==> src/rtl/uart_stat_pkg.sv <==
`timescale 1ns/1ps
package uart_stat_pkg;
  localparam int IRQ_W       = 12;
  localparam int B_RD_EMPTY  = 0;
  localparam int B_WF_OVF    = 1;
  localparam int B_FRAME     = 2;
  localparam int B_PARITY    = 3;
  localparam int B_RX_OVF    = 4;
  localparam int B_RX_AFULL  = 5;
  localparam int B_RSVD      = 6;
  localparam int B_TX_POP    = 7;
  localparam int B_RX_PUSH   = 8;
  localparam int B_WF_POP    = 9;
  localparam int B_PROTO     = 10;
  localparam int B_TX_AEMPTY = 11;

  localparam int FLAG_W      = 7;
  localparam int F_RX_EMPTY  = 1;
  localparam int F_WF_EMPTY  = 2;
  localparam int F_TX_EMPTY  = 3;
  localparam int F_RX_FULL   = 4;
  localparam int F_WF_FULL   = 5;
  localparam int F_TX_FULL   = 6;
endpackage

==> src/rtl/fifo_level_trk.sv <==
`timescale 1ns/1ps
module fifo_level_trk #(
  parameter int DEPTH = 256,
  parameter int CW    = $clog2(DEPTH + 1)
) (
  input  logic          clk,
  input  logic          rst,
  input  logic          push,
  input  logic          pop,
  output logic [CW-1:0] count,
  output logic          empty,
  output logic          full
);
  localparam logic [CW-1:0] FULL_V = CW'(DEPTH);
  localparam logic [CW-1:0] ONE    = CW'(1);

  logic [CW-1:0] cnt_q;
  logic          push_ok, pop_ok;

  assign empty   = (cnt_q == '0);
  assign full    = (cnt_q == FULL_V);
  assign push_ok = push && !full;
  assign pop_ok  = pop && !empty;
  assign count   = cnt_q;

  always_ff @(posedge clk) begin
    if (rst) begin
      cnt_q <= '0;
    end else if (push_ok && !pop_ok) begin
      cnt_q <= cnt_q + ONE;
    end else if (pop_ok && !push_ok) begin
      cnt_q <= cnt_q - ONE;
    end
  end

  p_cnt_bound_r2: assert property (@(posedge clk) disable iff (rst)
    cnt_q <= FULL_V);
  p_full_hold_r2: assert property (@(posedge clk) disable iff (rst)
    (push && !pop && full) |=> full);
  p_empty_hold_r11: assert property (@(posedge clk) disable iff (rst)
    (pop && !push && empty) |=> empty);
  p_both_stable_r2: assert property (@(posedge clk) disable iff (rst)
    (push && pop && !full && !empty) |=> $stable(cnt_q));
endmodule

==> src/rtl/irq_status_vec.sv <==
`timescale 1ns/1ps
module irq_status_vec #(
  parameter int             W    = 12,
  parameter logic [W-1:0]   IMPL = '1
) (
  input  logic         clk,
  input  logic         rst,
  input  logic [W-1:0] set,
  input  logic         clr_we,
  input  logic [W-1:0] clr_bits,
  input  logic         mask_we,
  input  logic [W-1:0] mask_bits,
  output logic [W-1:0] status,
  output logic [W-1:0] mask,
  output logic         irq
);
  logic [W-1:0] stat_q, mask_q, clr_v, stat_d;
  logic         irq_q;

  assign clr_v  = clr_we ? clr_bits : '0;
  assign stat_d = ((stat_q & ~clr_v) | set) & IMPL;

  always_ff @(posedge clk) begin
    if (rst) begin
      stat_q <= '0;
      mask_q <= '0;
      irq_q  <= 1'b0;
    end else begin
      stat_q <= stat_d;
      if (mask_we) mask_q <= mask_bits & IMPL;
      irq_q  <= |(stat_q & ~mask_q);
    end
  end

  assign status = stat_q;
  assign mask   = mask_q;
  assign irq    = irq_q;

  p_set_wins_r9: assert property (@(posedge clk) disable iff (rst)
    (set != '0) |=> ((stat_q & $past(set & IMPL)) == $past(set & IMPL)));
  p_w1c_r8: assert property (@(posedge clk) disable iff (rst)
    (clr_we && set == '0) |=> ((stat_q & $past(clr_bits)) == '0));
  p_idle_hold_r8: assert property (@(posedge clk) disable iff (rst)
    (!clr_we && set == '0) |=> $stable(stat_q));
  p_masked_quiet_r10: assert property (@(posedge clk) disable iff (rst)
    ((stat_q & ~mask_q) == '0) |=> !irq_q);
endmodule

==> src/rtl/uart_fifo_irq_unit.sv <==
`timescale 1ns/1ps
module uart_fifo_irq_unit
  import uart_stat_pkg::*;
#(
  parameter int RX_DEPTH = 256,
  parameter int TX_DEPTH = 256,
  parameter int WF_DEPTH = 4,
  parameter int RX_CW    = $clog2(RX_DEPTH + 1),
  parameter int TX_CW    = $clog2(TX_DEPTH + 1),
  parameter int WF_CW    = $clog2(WF_DEPTH + 1)
) (
  input  logic              clk,
  input  logic              rst,
  input  logic              rx_push,
  input  logic              rx_pop,
  input  logic              tx_push,
  input  logic              tx_pop,
  input  logic              wf_push,
  input  logic              wf_pop,
  input  logic              rx_frame_err,
  input  logic              rx_parity_err,
  input  logic              proto_rd_err,
  input  logic [RX_CW-1:0]  rx_afull_thr,
  input  logic [TX_CW-1:0]  tx_aempty_thr,
  input  logic              clr_we,
  input  logic [IRQ_W-1:0]  clr_bits,
  input  logic              mask_we,
  input  logic [IRQ_W-1:0]  mask_bits,
  output logic [IRQ_W-1:0]  status,
  output logic [IRQ_W-1:0]  mask,
  output logic [FLAG_W-1:0] flags,
  output logic [RX_CW-1:0]  rx_count,
  output logic [TX_CW-1:0]  tx_count,
  output logic [WF_CW-1:0]  wf_count,
  output logic              irq
);
  localparam logic [IRQ_W-1:0] IMPL = ~(IRQ_W'(1) << B_RSVD);

  logic rx_empty, rx_full, tx_empty, tx_full, wf_empty, wf_full;
  logic [IRQ_W-1:0] set_v;

  fifo_level_trk #(.DEPTH(RX_DEPTH), .CW(RX_CW)) u_rx_lvl (
    .clk(clk), .rst(rst), .push(rx_push), .pop(rx_pop),
    .count(rx_count), .empty(rx_empty), .full(rx_full));

  fifo_level_trk #(.DEPTH(TX_DEPTH), .CW(TX_CW)) u_tx_lvl (
    .clk(clk), .rst(rst), .push(tx_push), .pop(tx_pop),
    .count(tx_count), .empty(tx_empty), .full(tx_full));

  fifo_level_trk #(.DEPTH(WF_DEPTH), .CW(WF_CW)) u_wf_lvl (
    .clk(clk), .rst(rst), .push(wf_push), .pop(wf_pop),
    .count(wf_count), .empty(wf_empty), .full(wf_full));

  always_comb begin
    set_v              = '0;
    set_v[B_RD_EMPTY]  = rx_pop && rx_empty;
    set_v[B_WF_OVF]    = wf_push && wf_full;
    set_v[B_FRAME]     = rx_frame_err;
    set_v[B_PARITY]    = rx_parity_err;
    set_v[B_RX_OVF]    = rx_push && rx_full;
    set_v[B_RX_AFULL]  = rx_push && !rx_full && (rx_count >= rx_afull_thr);
    set_v[B_TX_POP]    = tx_pop && !tx_empty;
    set_v[B_RX_PUSH]   = rx_push && !rx_full;
    set_v[B_WF_POP]    = wf_pop && !wf_empty;
    set_v[B_PROTO]     = proto_rd_err;
    set_v[B_TX_AEMPTY] = tx_pop && !tx_empty && (tx_count <= tx_aempty_thr);
  end

  always_comb begin
    flags             = '0;
    flags[F_RX_EMPTY] = rx_empty;
    flags[F_WF_EMPTY] = wf_empty;
    flags[F_TX_EMPTY] = tx_empty;
    flags[F_RX_FULL]  = rx_full;
    flags[F_WF_FULL]  = wf_full;
    flags[F_TX_FULL]  = tx_full;
  end

  irq_status_vec #(.W(IRQ_W), .IMPL(IMPL)) u_stat (
    .clk(clk), .rst(rst), .set(set_v),
    .clr_we(clr_we), .clr_bits(clr_bits),
    .mask_we(mask_we), .mask_bits(mask_bits),
    .status(status), .mask(mask), .irq(irq));

  p_rx_ovf_r5: assert property (@(posedge clk) disable iff (rst)
    (rx_push && !rx_pop && flags[F_RX_FULL]) |=> (status[B_RX_OVF] && $stable(rx_count)));
  p_rx_afull_r6: assert property (@(posedge clk) disable iff (rst)
    (rx_push && !flags[F_RX_FULL] && rx_count >= rx_afull_thr) |=> status[B_RX_AFULL]);
  p_tx_aempty_r7: assert property (@(posedge clk) disable iff (rst)
    (tx_pop && !flags[F_TX_EMPTY] && tx_count <= tx_aempty_thr) |=> status[B_TX_AEMPTY]);
  p_rd_empty_r11: assert property (@(posedge clk) disable iff (rst)
    (rx_pop && !rx_push && flags[F_RX_EMPTY]) |=> (status[B_RD_EMPTY] && rx_count == '0));
endmodule

==> config.mk <==
export PLATFORM = sky130hd
export DESIGN_NAME = uart_fifo_irq_unit
export DESIGN_NICKNAME = d
export VERILOG_FILES = /design/src/rtl/uart_stat_pkg.sv /design/src/rtl/fifo_level_trk.sv /design/src/rtl/irq_status_vec.sv /design/src/rtl/uart_fifo_irq_unit.sv
export SDC_FILE = /design/constraint.sdc
export NUM_CORES = 1
export LEC_CHECK = 0
export ABC_AREA = 1
export BUFFER_PORTS_ARGS = -buffer_cell sky130_fd_sc_hd__buf_2
export CAP_MARGIN = 20
export CORE_MARGIN = 3
export CORE_UTILIZATION = 55
export CTS_CLUSTER_DIAMETER = 30
export DETAILED_ROUTE_END_ITERATION = 12
export PLACE_DENSITY = 0.95
export SLEW_MARGIN = 20
export SYNTH_ARGS = -nofsm -noshare
export SYNTH_HDL_FRONTEND = slang
export SYNTH_SLANG_ARGS = --single-unit
==> constraint.sdc <==
create_clock -name clk -period 3.9 [get_ports clk]
set_input_delay 0.78 -clock clk [delete_from_list [all_inputs] [get_ports clk]]
set_output_delay 0.78 -clock clk [all_outputs]
set_load 0.02 [all_outputs]
# After elaboration in Yosys (flattened, before gate mapping)
# Cells that the tools add are included.
[totals]
ff_bits = 45
input_bits = 55
out_inout_bits = 53
elab_cells = 66
[classes]
n_addsub = 6
n_lt_le_gt_ge = 2
n_eq_ne = 3
mux = 7
bitwise = 5
n_reduce_logical = 36
[op_table]
columns = ["operator", "count"]
rows = [
  ["two-way mux 9 bit", 4],
  ["AND 12 bit", 2],
  ["NOT 12 bit", 2],
  ["adder 9 x 1 -> 9 bit (second input constant)", 2],
  ["equality test 9 bit (second input constant)", 2],
  ["zero test 9 bit", 2],
  ["subtractor 9 x 1 -> 9 bit (second input constant)", 2],
  ["logical AND 1 bit", 17],
  ["zero test 1 bit", 12],
  ["two-way mux 12 bit", 1],
  ["OR 12 bit", 1],
  ["OR reduction 12 bit", 1],
  ["greater-or-equal comparator 9 bit", 1],
  ["<= comparator 9 bit", 1],
  ["two-way mux 3 bit", 2],
  ["nonzero test 2 bit", 3],
  ["adder 3 x 1 -> 3 bit (second input constant)", 1],
  ["equality test 3 bit (second input constant)", 1],
  ["zero test 3 bit", 1],
  ["subtractor 3 x 1 -> 3 bit (second input constant)", 1],
]

# Logic depth before layout (Yosys ltp)
[logic_depth]
depth_word = 7
ltp_mapped = 17
ltp_nobuf = 17

# By module
# A second synthesis with hierarchy kept.
[hier_totals]
hier_cells = 511
area_unflattened_um2 = 3384.5
[by_module_without_submodules]
columns = ["mod", "instances", "cells_each", "area_per_inst_um2", "seq_area_each_um2"]
rows = [
  ["irq_status_vec", 1, 122, 979.7, 460.4],
  ["fifo_level_trk at u_tx_lvl", 1, 129, 799.5, 180.2],
  ["fifo_level_trk at u_rx_lvl", 1, 129, 798.3, 180.2],
  ["uart_fifo_irq_unit", 1, 101, 608.1, 0.0],
  ["fifo_level_trk at u_wf_lvl", 1, 30, 198.9, 60.1],
]

# Worst setup path after synthesis
# Ideal clock, no wire load.
[synth_timing]
kind = "input -> register"
from = "input rx_push"
to = "register u_rx_lvl.cnt_q[4] (netlist: u_rx_lvl.count[4])"
setup_ns = 0.115
arrival_ns = 2.218
t_required_ns = 3.785
path_slack_ns = 1.567
path_stages = 9
path_buffers = 0
path_cell_list = "a21boi_2 -> ha_1 -> inv_1 -> ha_1 -> a21oi_1 -> o21ai_2 -> xor2_1 -> o21ai_0 -> inv_1"
[synth_via]
elab_chain_len = 4
elab_cells_between_ends = 6
classes_between = "mux (1); reduce/logical (5)"
[synth_rtl]
columns = ["item", "line_no", "rtl"]
rows = [
  ["start, declared", "uart_fifo_irq_unit.sv:14", "input logic rx_push,"],
  ["logical AND 1 bit (*)", "fifo_level_trk.sv:22", "assign push_ok = push && !full;"],
  ["zero test 1 bit", "fifo_level_trk.sv:31", "end else if (pop_ok && !push_ok) begin"],
  ["logical AND 1 bit", "fifo_level_trk.sv:31", ""],
  ["nonzero test 2 bit (no line)", "n/a", ""],
  ["end signal, assigned", "fifo_level_trk.sv:30", "cnt_q <= cnt_q + ONE;"],
  ["end signal, assigned", "fifo_level_trk.sv:32", "cnt_q <= cnt_q - ONE;"],
  ["end, declared", "fifo_level_trk.sv:17", "logic [CW-1:0] cnt_q;"],
]
# Mark *: on every way between the ends. The rest lies on a longest branch, timed or not.
# A chain may end at the register's enable or synchronous reset.

# Worst setup path after layout
[layout_timing]
from = "register u_rx_lvl.cnt_q[1] (netlist: u_rx_lvl.count[1])"
to = "register u_rx_lvl.cnt_q[8] (netlist: u_rx_lvl.count[8])"
[layout_via]
elab_chain_len = 6
elab_cells_between_ends = 15
classes_between = "add/sub (2); eq/ne (1); mux (2); reduce/logical (10)"
[layout_rtl]
columns = ["item"]
rows = [
  ["branches (longest 6 deep; another with subtractor 9 x 1 -> 9 bit)"],
]
# Several ways; the timed one is not identified. The select of a mux whose other input is x is not followed.

==> impl_metrics.yaml <==
logic_synthesis:
  ys_ff_latch: 44
  yosys_warnings: 0
  yosysTopAreaCellShare_pct: 28.4
  syn-cell-area_um2: 3100
  async_flop_share_pct: 0
  synth-seq-area-share_pct: 28.4
  synth_cell_types: 27
  synth_area_per_cell_um2: 6.66
  synth-edff-count: 0
  yosysTopAreaCell: "dfxtp_1"
  yosys-top-cells-area: "dfxtp_1 28%, ha_1 14%, inv_1 11%"
  ys.flop_type: "dfxtp_1"
  synthCells: 466
setup_path:
  crit_path_end: "u_rx_lvl.count[8]$_SDFFE_PP0P_"
  crit_path_start: "u_rx_lvl.count[1]$_SDFFE_PP0P_"
  cp.depth: 16
  crit_family: "simple AND/OR/NAND/NOR gates"
  worstPathArrival_ps: 2800
  timing.rr.start: "u_rx_lvl.count[1]$_SDFFE_PP0P_"
  critPathSlowestCell: "dfxtp_1"
  critPathMaxFanout: 7
  setup.worst_path.class: "flop to flop"
  crit_chain: "inv_1 -> nand4_1 -> nor2_2 -> nand2_1 -> nand2_1 -> ha_1 -> inv_1 -> ha_1 -> a21oi_1 -> o21ai_2 -> nand2_1 -> nand2_1 -> nand2_1 -> nand3_1 -> nand2_1 -> inv_1"
  worstSetupStartpointType: "flop"
  max_stage_delay_ps: 380
  worst_path_most_repeated_cell: "nand2_1"
  reg2reg_depth: 16
  crit_buf_inv: 3
  critical_path_required_ps: 4090
  endpoint_kind: "flop"
  worstReg2RegEnd: "u_rx_lvl.count[8]$_SDFFE_PP0P_"
  r2r_setup_slack_ps: 1290
cts:
  hold_buffers: 0
  cts_resized: 0
  htreeDepth: 2
  cts_setup_buffers: 0
  cts.clk_slew.worst_paths_ps: 90
  cts_buffer_depth: 2
  clock_latency_ps: 290
  cts_root_buf: "clkbuf_8"
  cts.sinks: 44
  numCtsBuffers: 5
  cts_tree: "yes"
timing:
  timing.fmax_mhz: 384
  worst_pin_slew_ps: 530
  hold_viol: 0
  slew_headroom_pct: 64.6
  period_share_pct: 66.8
  finalMaxSlewViolations: 0
  period_needed_ps: 2610
  fin_tns_setup_ps: 0
  fin_hold_ws_ps: 487
  finalSetupViolCount: 0
  skew_ps: 7.96
  rsz0062_at_grt: "false"
final_layout:
  nets: 652
  fill_cells: 439
  final_cell_area_um2: 3710
  syn2layout_area_growth_pct: 19.6
  drive_gt1_share_pct: 20.7
  antennaDiodeCount: 0
global_route:
  grtUsageTotal_pct: 24.0
  overflow: 0
  grt_max_degree: 27
  first_global_vias: 3080
  grt_first_pass_wirelength_um: 12800
  antenna_found_initial: 0
floorplan:
  row_count: 26
  dieWidth_um: 81.1
  ios: 108
  die_area_um2: 6580
  die_h_um: 81.1
  fp.coreArea_um2: 5270
  initial_core_util_pct: 58.9
drt:
  drtAntennaViolNets: 0
  vias_per_cell: 5.15
  dr.pass1.iters: 4
  dr_total_vias: 3247
  wirelength_um: 7800
  wl_per_cell_um: 12.4
  drc: 0
  drtIter0Drc: 103
outcome:
  run_status: "completed"
place:
  portBuffers: 102
  dp_hpwl_um: 6160
  placed_area_um2: 3590
  gp_congestion: 0.851
pwr:
  power_density_nw_per_um2: 759
  ir_worst_vdd_mv: 0.428
  p_leak_nw: 2.19
run:
  drv_cap: 0
worst_hold_path:
  min_path_type: "flop to flop"
-- metal layers --
layer	part of all wire, %	vias up	track usage (%)
met5	0	-	0
met4	1.3	0	7.60
met1	41	1488	27.6
met3	5.3	13	3.44
met2	52	96	45.4
li1	-	1650	-
-- through the flow --
stage	setup WS [ps]	util [%]	instances	total power [mW]
2_1_floorplan	1570	-	468	2.03
3_3_place_gp	1310	68.2	622	2.35
5_1_grt	1030	70.4	630	3.10
6_report	1290	70.4	630	2.81
3_5_place_dp	1250	68.2	622	2.44
4_1_cts	1350	70.4	630	2.81
-- cell type report --
type / instances / area (um^2) / area share [%]
multi-input cells: 312 / 1760 / 47.5
flip-flops and latches: 44 / 881 / 23.8
repair buffers: 102 / 510 / 13.8
inverters: 94 / 353 / 9.51
well taps: 70 / 87.6 / 2.36
clock buffers: 5 / 68.8 / 1.86
clock inverters: 3 / 46.3 / 1.25
-- cells in the mapped netlist (2+ instances only) --
cell and number:
o21ai_2 2, dfxtp_1 44, o21bai_1 2, nand4_1 3, buf_2 3, nor2_1 52
xnor2_1 4, nand3_1 25, nand2_1 91, ha_1 35, o21ai_0 29, a21oi_1 45
clkbuf_1 5, inv_1 92, o22ai_1 5, buf_4 9, a21o_1 3, o21a_1 2
inv_2 2, fa_1 3, xor2_1 4
-- worst min-delay path, stage by stage (launching register included) --
cell and delay [ps]:
dfxtp_1 330, nand2_1 60, a21oi_1 50
-- cell usage in the layout (no fill, tap or decap), types with 2 or more instances in the layout --
master    instances
o21a_1            2
buf_2           102
nand3_1          25
inv_2             2
inv_1            92
xnor2_1           4
o21bai_1          2
nor2_1           52
clkbuf_8          5
o22ai_1           5
o21ai_0          29
a21oi_1          45
a21o_1            3
fa_1              3
o21ai_2           2
nand4_1           3
nand2_1          91
dfxtp_1          44
xor2_1            4
conb_1            3
ha_1             35
-- cells by family (layout without fill, tap and decap cells) --
family	count (synthesis)	in the layout	share of synthesized area, %
AOI/OAI and AO/OA	89	89	15.6
xor gates and xnor gates	8	8	2.26
adders and majority gates	38	38	16.1
buffers and inverters	112	204	15.0
DFF	44	44	28.4
other	1	3	0.121
and+or+nand+nor	174	174	22.5
-- how the worst min path moves through the flow --
stage / from / to / slack [ps] / cells past startpoint
floorplan: u_stat.mask[5]$_SDFFE_PP0P_ / u_stat.mask[5]$_SDFFE_PP0P_ / 550 / 2
global placement: u_stat.mask[5]$_SDFFE_PP0P_ / u_stat.mask[5]$_SDFFE_PP0P_ / 460 / 2
detailed placement: u_stat.status[1]$_SDFF_PP0_ / u_stat.status[1]$_SDFF_PP0_ / 470 / 2
CTS: u_stat.status[1]$_SDFF_PP0_ / u_stat.status[1]$_SDFF_PP0_ / 490 / 2
global route: u_stat.status[1]$_SDFF_PP0_ / u_stat.status[1]$_SDFF_PP0_ / 520 / 2
finish: u_stat.status[1]$_SDFF_PP0_ / u_stat.status[1]$_SDFF_PP0_ / 490 / 2
-- flip-flops by register name (all words and copies together) (netlist names) --
name and flops:
u_stat.mask 11, u_stat.status 11, u_rx_lvl.count 9, u_tx_lvl.count 9
u_wf_lvl.count 3, u_stat.irq 1
-- power breakdown --
| group | internal [mW] | leakage (nW) | total (mW) | switching, mW |
|---|---|---|---|---|
| combinational | 0.645 | 1.77 | 1.72 | 1.08 |
| sequential | 0.577 | 0.366 | 0.731 | 0.154 |
| clock | 0.193 | 0.0548 | 0.359 | 0.166 |
Note: power is estimated with default switching activity, not from simulation.
